===== config.mk =====
export PLATFORM = sky130hd
export DESIGN_NAME = shift_add_mul
export DESIGN_NICKNAME = d
export VERILOG_FILES = /design/src/rtl/shmul_pkg.sv /design/src/rtl/mul_rst_sync.sv /design/src/rtl/mul_magnitude.sv /design/src/rtl/mul_ctrl.sv /design/src/rtl/mul_datapath.sv /design/src/rtl/shift_add_mul.sv
export SDC_FILE = /design/constraint.sdc
export NUM_CORES = 1
export LEC_CHECK = 0
export BUFFER_PORTS_ARGS = -buffer_cell sky130_fd_sc_hd__buf_2
export CAP_MARGIN = 20
export CORE_ASPECT_RATIO = 1.2
export CORE_UTILIZATION = 55
export CTS_BUF_LIST = sky130_fd_sc_hd__clkbuf_4 sky130_fd_sc_hd__clkbuf_8
export CTS_CLUSTER_SIZE = 10
export DETAILED_ROUTE_END_ITERATION = 10
export GPL_ROUTABILITY_DRIVEN = 1
export GPL_TIMING_DRIVEN = 0
export PLACE_DENSITY = 0.88
export SLEW_MARGIN = 0
export SYNTH_ARGS = -nofsm -noshare
export SYNTH_HDL_FRONTEND = slang
export SYNTH_SLANG_ARGS = --single-unit

===== constraint.sdc =====
create_clock -name clk -period 6.7 [get_ports clk]
set_clock_uncertainty 0.1 [all_clocks]
set_input_delay 0.335 -clock clk [delete_from_list [all_inputs] [get_ports clk]]
set_output_delay 0.335 -clock clk [all_outputs]
set_load 0.005 [all_outputs]

===== src/rtl/shmul_pkg.sv =====
package shmul_pkg;

  typedef enum logic [1:0] {
    ST_IDLE = 2'd0,
    ST_RUN  = 2'd1,
    ST_FIX  = 2'd2
  } mul_state_e;

endpackage


===== src/rtl/mul_rst_sync.sv =====
module mul_rst_sync #(
  parameter int STAGES = 2
) (
  input  logic clk,
  input  logic rst_n,
  output logic rst_sync_n
);

  logic [STAGES-1:0] chain_q;

  always_ff @(posedge clk or negedge rst_n) begin
    if (!rst_n) begin
      chain_q <= '0;
    end else begin
      chain_q <= {chain_q[STAGES-2:0], 1'b1};
    end
  end

  assign rst_sync_n = chain_q[STAGES-1];

endmodule


===== src/rtl/mul_magnitude.sv =====
module mul_magnitude #(
  parameter int W = 32
) (
  input  logic [W-1:0] val,
  input  logic         is_signed,
  output logic [W-1:0] mag,
  output logic         neg
);

  always_comb begin
    neg = is_signed & val[W-1];
    if (neg) begin
      mag = (~val) + W'(1);
    end else begin
      mag = val;
    end
  end

endmodule


===== src/rtl/mul_ctrl.sv =====
module mul_ctrl
  import shmul_pkg::*;
#(
  parameter int STEPS = 32
) (
  input  logic clk,
  input  logic rst_n,
  input  logic start,
  output logic load,
  output logic step,
  output logic finish,
  output logic busy,
  output logic done
);

  localparam int CW = (STEPS > 1) ? $clog2(STEPS) : 1;
  localparam logic [CW-1:0] LAST = CW'(STEPS - 1);

  mul_state_e      state_q, state_d;
  logic [CW-1:0]   cnt_q, cnt_d;
  logic            cnt_en;
  logic            done_q, done_d;

  always_comb begin
    state_d = state_q;
    cnt_d   = cnt_q;
    load    = 1'b0;
    step    = 1'b0;
    finish  = 1'b0;
    case (state_q)
      ST_IDLE: begin
        if (start) begin
          load    = 1'b1;
          cnt_d   = '0;
          state_d = ST_RUN;
        end
      end
      ST_RUN: begin
        step = 1'b1;
        if (cnt_q == LAST) begin
          state_d = ST_FIX;
        end else begin
          cnt_d = cnt_q + CW'(1);
        end
      end
      ST_FIX: begin
        finish  = 1'b1;
        state_d = ST_IDLE;
      end
      default: state_d = ST_IDLE;
    endcase
    cnt_en = load | step;
    done_d = finish;
  end

  always_ff @(posedge clk or negedge rst_n) begin
    if (!rst_n) begin
      state_q <= ST_IDLE;
      done_q  <= 1'b0;
    end else begin
      state_q <= state_d;
      done_q  <= done_d;
    end
  end

  always_ff @(posedge clk or negedge rst_n) begin
    if (!rst_n) begin
      cnt_q <= '0;
    end else if (cnt_en) begin
      cnt_q <= cnt_d;
    end
  end

  assign busy = (state_q != ST_IDLE);
  assign done = done_q;

endmodule


===== src/rtl/mul_datapath.sv =====
module mul_datapath #(
  parameter int W = 32
) (
  input  logic           clk,
  input  logic           rst_n,
  input  logic           load,
  input  logic           step,
  input  logic           finish,
  input  logic [W-1:0]   mag_a,
  input  logic [W-1:0]   mag_b,
  input  logic           neg_in,
  output logic [2*W-1:0] product
);

  localparam int PW = 2 * W;

  logic [PW-1:0] mcand_q, mcand_d;
  logic [W-1:0]  mplr_q, mplr_d;
  logic [PW-1:0] acc_q, acc_d;
  logic          neg_q;
  logic [PW-1:0] prod_q, prod_d;
  logic          work_en;

  always_comb begin
    work_en = load | step;
    if (load) begin
      mcand_d = {{W{1'b0}}, mag_a};
      mplr_d  = mag_b;
      acc_d   = '0;
    end else begin
      mcand_d = mcand_q << 1;
      mplr_d  = mplr_q >> 1;
      acc_d   = acc_q + (mplr_q[0] ? mcand_q : '0);
    end
    prod_d = neg_q ? ((~acc_q) + PW'(1)) : acc_q;
  end

  always_ff @(posedge clk or negedge rst_n) begin
    if (!rst_n) begin
      mcand_q <= '0;
      mplr_q  <= '0;
      acc_q   <= '0;
    end else if (work_en) begin
      mcand_q <= mcand_d;
      mplr_q  <= mplr_d;
      acc_q   <= acc_d;
    end
  end

  always_ff @(posedge clk or negedge rst_n) begin
    if (!rst_n) begin
      neg_q <= 1'b0;
    end else if (load) begin
      neg_q <= neg_in;
    end
  end

  always_ff @(posedge clk or negedge rst_n) begin
    if (!rst_n) begin
      prod_q <= '0;
    end else if (finish) begin
      prod_q <= prod_d;
    end
  end

  assign product = prod_q;

endmodule


===== src/rtl/shift_add_mul.sv =====
module shift_add_mul #(
  parameter int OP_W = 32
) (
  input  logic            clk,
  input  logic            rst_n,
  input  logic            start,
  input  logic            signed_mode,
  input  logic [OP_W-1:0] op_a,
  input  logic [OP_W-1:0] op_b,
  output logic            busy,
  output logic            done,
  output logic [2*OP_W-1:0] product
);

  localparam int NOPS = 2;

  logic                       rst_sync_n;
  logic                       load, step, finish;
  logic [NOPS-1:0][OP_W-1:0]  raw_op;
  logic [NOPS-1:0][OP_W-1:0]  mag_op;
  logic [NOPS-1:0]            neg_op;

  assign raw_op[0] = op_a;
  assign raw_op[1] = op_b;

  mul_rst_sync #(.STAGES(2)) u_rst (
    .clk        (clk),
    .rst_n      (rst_n),
    .rst_sync_n (rst_sync_n)
  );

  for (genvar g = 0; g < NOPS; g++) begin : g_mag
    mul_magnitude #(.W(OP_W)) u_mag (
      .val       (raw_op[g]),
      .is_signed (signed_mode),
      .mag       (mag_op[g]),
      .neg       (neg_op[g])
    );
  end

  mul_ctrl #(.STEPS(OP_W)) u_ctrl (
    .clk    (clk),
    .rst_n  (rst_sync_n),
    .start  (start),
    .load   (load),
    .step   (step),
    .finish (finish),
    .busy   (busy),
    .done   (done)
  );

  mul_datapath #(.W(OP_W)) u_dp (
    .clk     (clk),
    .rst_n   (rst_sync_n),
    .load    (load),
    .step    (step),
    .finish  (finish),
    .mag_a   (mag_op[0]),
    .mag_b   (mag_op[1]),
    .neg_in  (neg_op[0] ^ neg_op[1]),
    .product (product)
  );

endmodule


==> results.toml <==
[min_path]
hold_path_depth = 3
worstHoldStart = "op_a[20]"
whs_endpoint = "u_dp.mcand_q[20]"
holdCritPathClass = "in2reg"

[route]
firstDrtPassIters = 7
drcViolationCount = 0
drt-total-wl_um = 46800
drt-initial-drc-count = 1400
vias = 15300
ant_nets = 0
viasPerCell = 6.02
wl_per_cell_um = 18.4

[final_layout]
area_delta_synth_final_pct = 13.9
antennaDiodeCount = 0
fillers = 2331
final_cell_count_no_fill = 2542
layout.nets = 2273
drive_gt1_frac = 0.106

[cts]
path_clk_slew_ns = 0.07
clock_latency_ns = 0.56
htreeDepth = 2
cts_resized = 0
cts_tree = "yes"
cts_sinks = 235
clock_tree.buffer_depth = 3
cts_root_buf = "clkbuf_8"
cts_buffers = 39

[timing]
drv_slew = 0
hold_violations = 0
timing.final.crit_share = 0.802
period_minus_slack_ns = 5.37
slew_headroom = 0.426
fmax_mhz = 186
setup_viol = 0
finalSetupTns_ns = 0
rsz0062_at_grt = "false"
fin_ws_ns = 1.33
hold_slack_ns = 0.0183
tightestPinTransition_ns = 0.861

[placed_design]
numPortBuffers = 133
gp_congestion = 1.03
place_ws_ns = 1.47
hpwl_um = 35600
placed_cells = 2460

[status]
outcome = "complete, no violations"

[global_routing]
grt_max_degree = 70
antenna_found_initial = 0
first_global_vias = 14800
grt_pass1_wl_um = 74700
overflow = 0
grt_usage = 0.320

[worst_setup_path]
required_ns = 7.01
critical_path_arrival_ns = 5.68
path_class = "reg2reg"
r2r_slack_ns = 1.33
cp-startpoint = "u_dp.mplr_q[0]"
rr_worst_depth = 16
worstPathMaxFanout = 10
regToRegStartpoint = "u_dp.mplr_q[0]"
cp-end-kind = "flip-flop"
reg2reg_to = "u_dp.acc_q[60]"
start_kind = "flip-flop"

[yosys]
synthArstFlopShare = 1.00
synth_area_um2 = 15800
synth-edff-count = 0
synth_warnings = 0
synth-seq-cells = 235
ys_types = 69
syn-instance-count = 1945
yosysSeqAreaShare = 0.372
syn_area_per_cell_um2 = 8.12
synth_nets = 2082
synthFlopType = "dfrtp_1"

[run]
maxCapViolations = 0

[floorplanning]
die_height_um = 188
die_width_um = 157
rows = 67
start_util = 0.562
ios = 134
core-area_um2 = 28100
die-area_um2 = 29400

[power]
pwr_density_cell_nw_per_um2 = 476
ir_worst_vdd_mv = 0.170
static-leakage-power_uw = 0.00801
## per-stage QoR
step | power (uW) | instance area (um2) | utilization
after floorplan | 5780 | 15800 | -
after global placement | 6920 | 16900 | 0.603
after detailed placement | 7080 | 17000 | 0.606
after CTS | 8480 | 18000 | 0.641
after global routing | 9180 | 18000 | 0.641
final | 8560 | 18000 | 0.641
## flip-flops by register name (all words and copies together), names as in the netlist
register,count
u_dp.neg_q,1
u_dp.mcand_q,64
u_ctrl.done,1
u_dp.product,64
u_dp.mplr_q,32
u_ctrl.cnt_q,5
u_ctrl.state_q,2
u_dp.acc_q,64
u_rst.chain_q,2
## placed cells by master, fill, tap and decap left out, types with 17 or more instances in the layout
master | synthesis | final
nand4_1 | 27 | 27
and2_1 | 75 | 75
xor2_1 | 106 | 106
nor3_1 | 27 | 27
o31ai_1 | 33 | 33
buf_2 | 1 | 134
clkbuf_8 | 0 | 50
nand2_1 | 364 | 364
or3_1 | 17 | 17
a21o_1 | 35 | 35
inv_1 | 36 | 36
nor2_1 | 119 | 119
xnor2_1 | 72 | 72
a21oi_1 | 95 | 95
ha_1 | 68 | 68
o21ai_0 | 233 | 233
dfrtp_1 | 235 | 234
a31oi_1 | 60 | 60
clkbuf_1 | 110 | 110
nand3_1 | 38 | 38
## how the worst max path moves through the flow
| stage | to | slack (ns) | cells after the start |
|---|---|---|---|
| after floorplan | u_ctrl.cnt_q[0] | 2.74 | 0 |
| after global placement | u_dp.product[57] | 1.44 | 0 |
| after detailed placement | u_dp.acc_q[52] | 1.47 | 16 |
| after CTS | u_dp.acc_q[52] | 1.43 | 16 |
| after global routing | u_dp.acc_q[60] | 1.09 | 16 |
| final | u_dp.acc_q[60] | 1.33 | 16 |
## report_power, final
group | switching (uW) | leakage [uW] | internal [uW] | total [uW]
registers | 673 | 0.00300 | 2010 | 2680
logic | 2770 | 0.00457 | 1740 | 4520
clock network | 599 | 0.000439 | 761 | 1360
## metal layers
layer | share of wire | GRT usage | vias to the layer above
met5 | 0 | 0 | -
li1 | - | - | 7225
met1 | 0.42 | 0.406 | 7233
met3 | 0.068 | 0.0460 | 146
met2 | 0.48 | 0.537 | 702
met4 | 0.042 | 0.147 | 0
## worst max-delay path: stages, from the launching register on
cell	delay, ns
dfrtp_1	0.36
clkbuf_1	0.39
clkbuf_1	0.49
and2_1	0.21
ha_1	0.16
inv_1	0.05
fa_1	0.40
nor2b_1	0.19
o2111ai_1	0.16
a21boi_0	0.29
o21ai_0	0.25
o31ai_1	0.65
a31oi_1	0.44
o21ai_0	0.59
a21oi_1	0.21
xnor2_1	0.17
o21ai_0	0.09
## Yosys cell counts (33+ instances only)
master	instances	area, um2
inv_1	36	135
nor2_1	119	447
nand3_1	38	190
dfrtp_1	235	5880
nand2_1	364	1370
ha_1	68	851
a21o_1	35	263
clkbuf_1	110	413
and2_1	75	469
a31oi_1	60	375
xor2_1	106	928
a21oi_1	95	475
o21ai_0	233	1170
o31ai_1	33	248
xnor2_1	72	631
## timing repair
action / CTS / global route
setup buffers: 0 / 0
hold buffers: 14 / 0
hold endpoints to repair: 14 / 0
## cells by family after synthesis
family          Yosys count  synth area share
xor+xnor                178            0.0987
flops                   235             0.372
simple gates            750             0.222
mux                       7           0.00459
compound gates          549             0.209
other cells               1          0.000237
buf+inv                 156            0.0376
fa+ha+maj                69            0.0551
## final cells by class
cell class,instances,area (um2),share of cell area
Multi-Input combinational cell,1554,9320,0.518
Sequential cell,235,5880,0.327
Timing Repair Buffer,150,888,0.0494
Clock buffer,59,756,0.0420
Tap cell,379,474,0.0264
Buffer,120,459,0.0255
Inverter,36,135,0.00751
Clock inverter,9,78.8,0.00438
No activity file was read; power rests on OpenSTA's default activity.
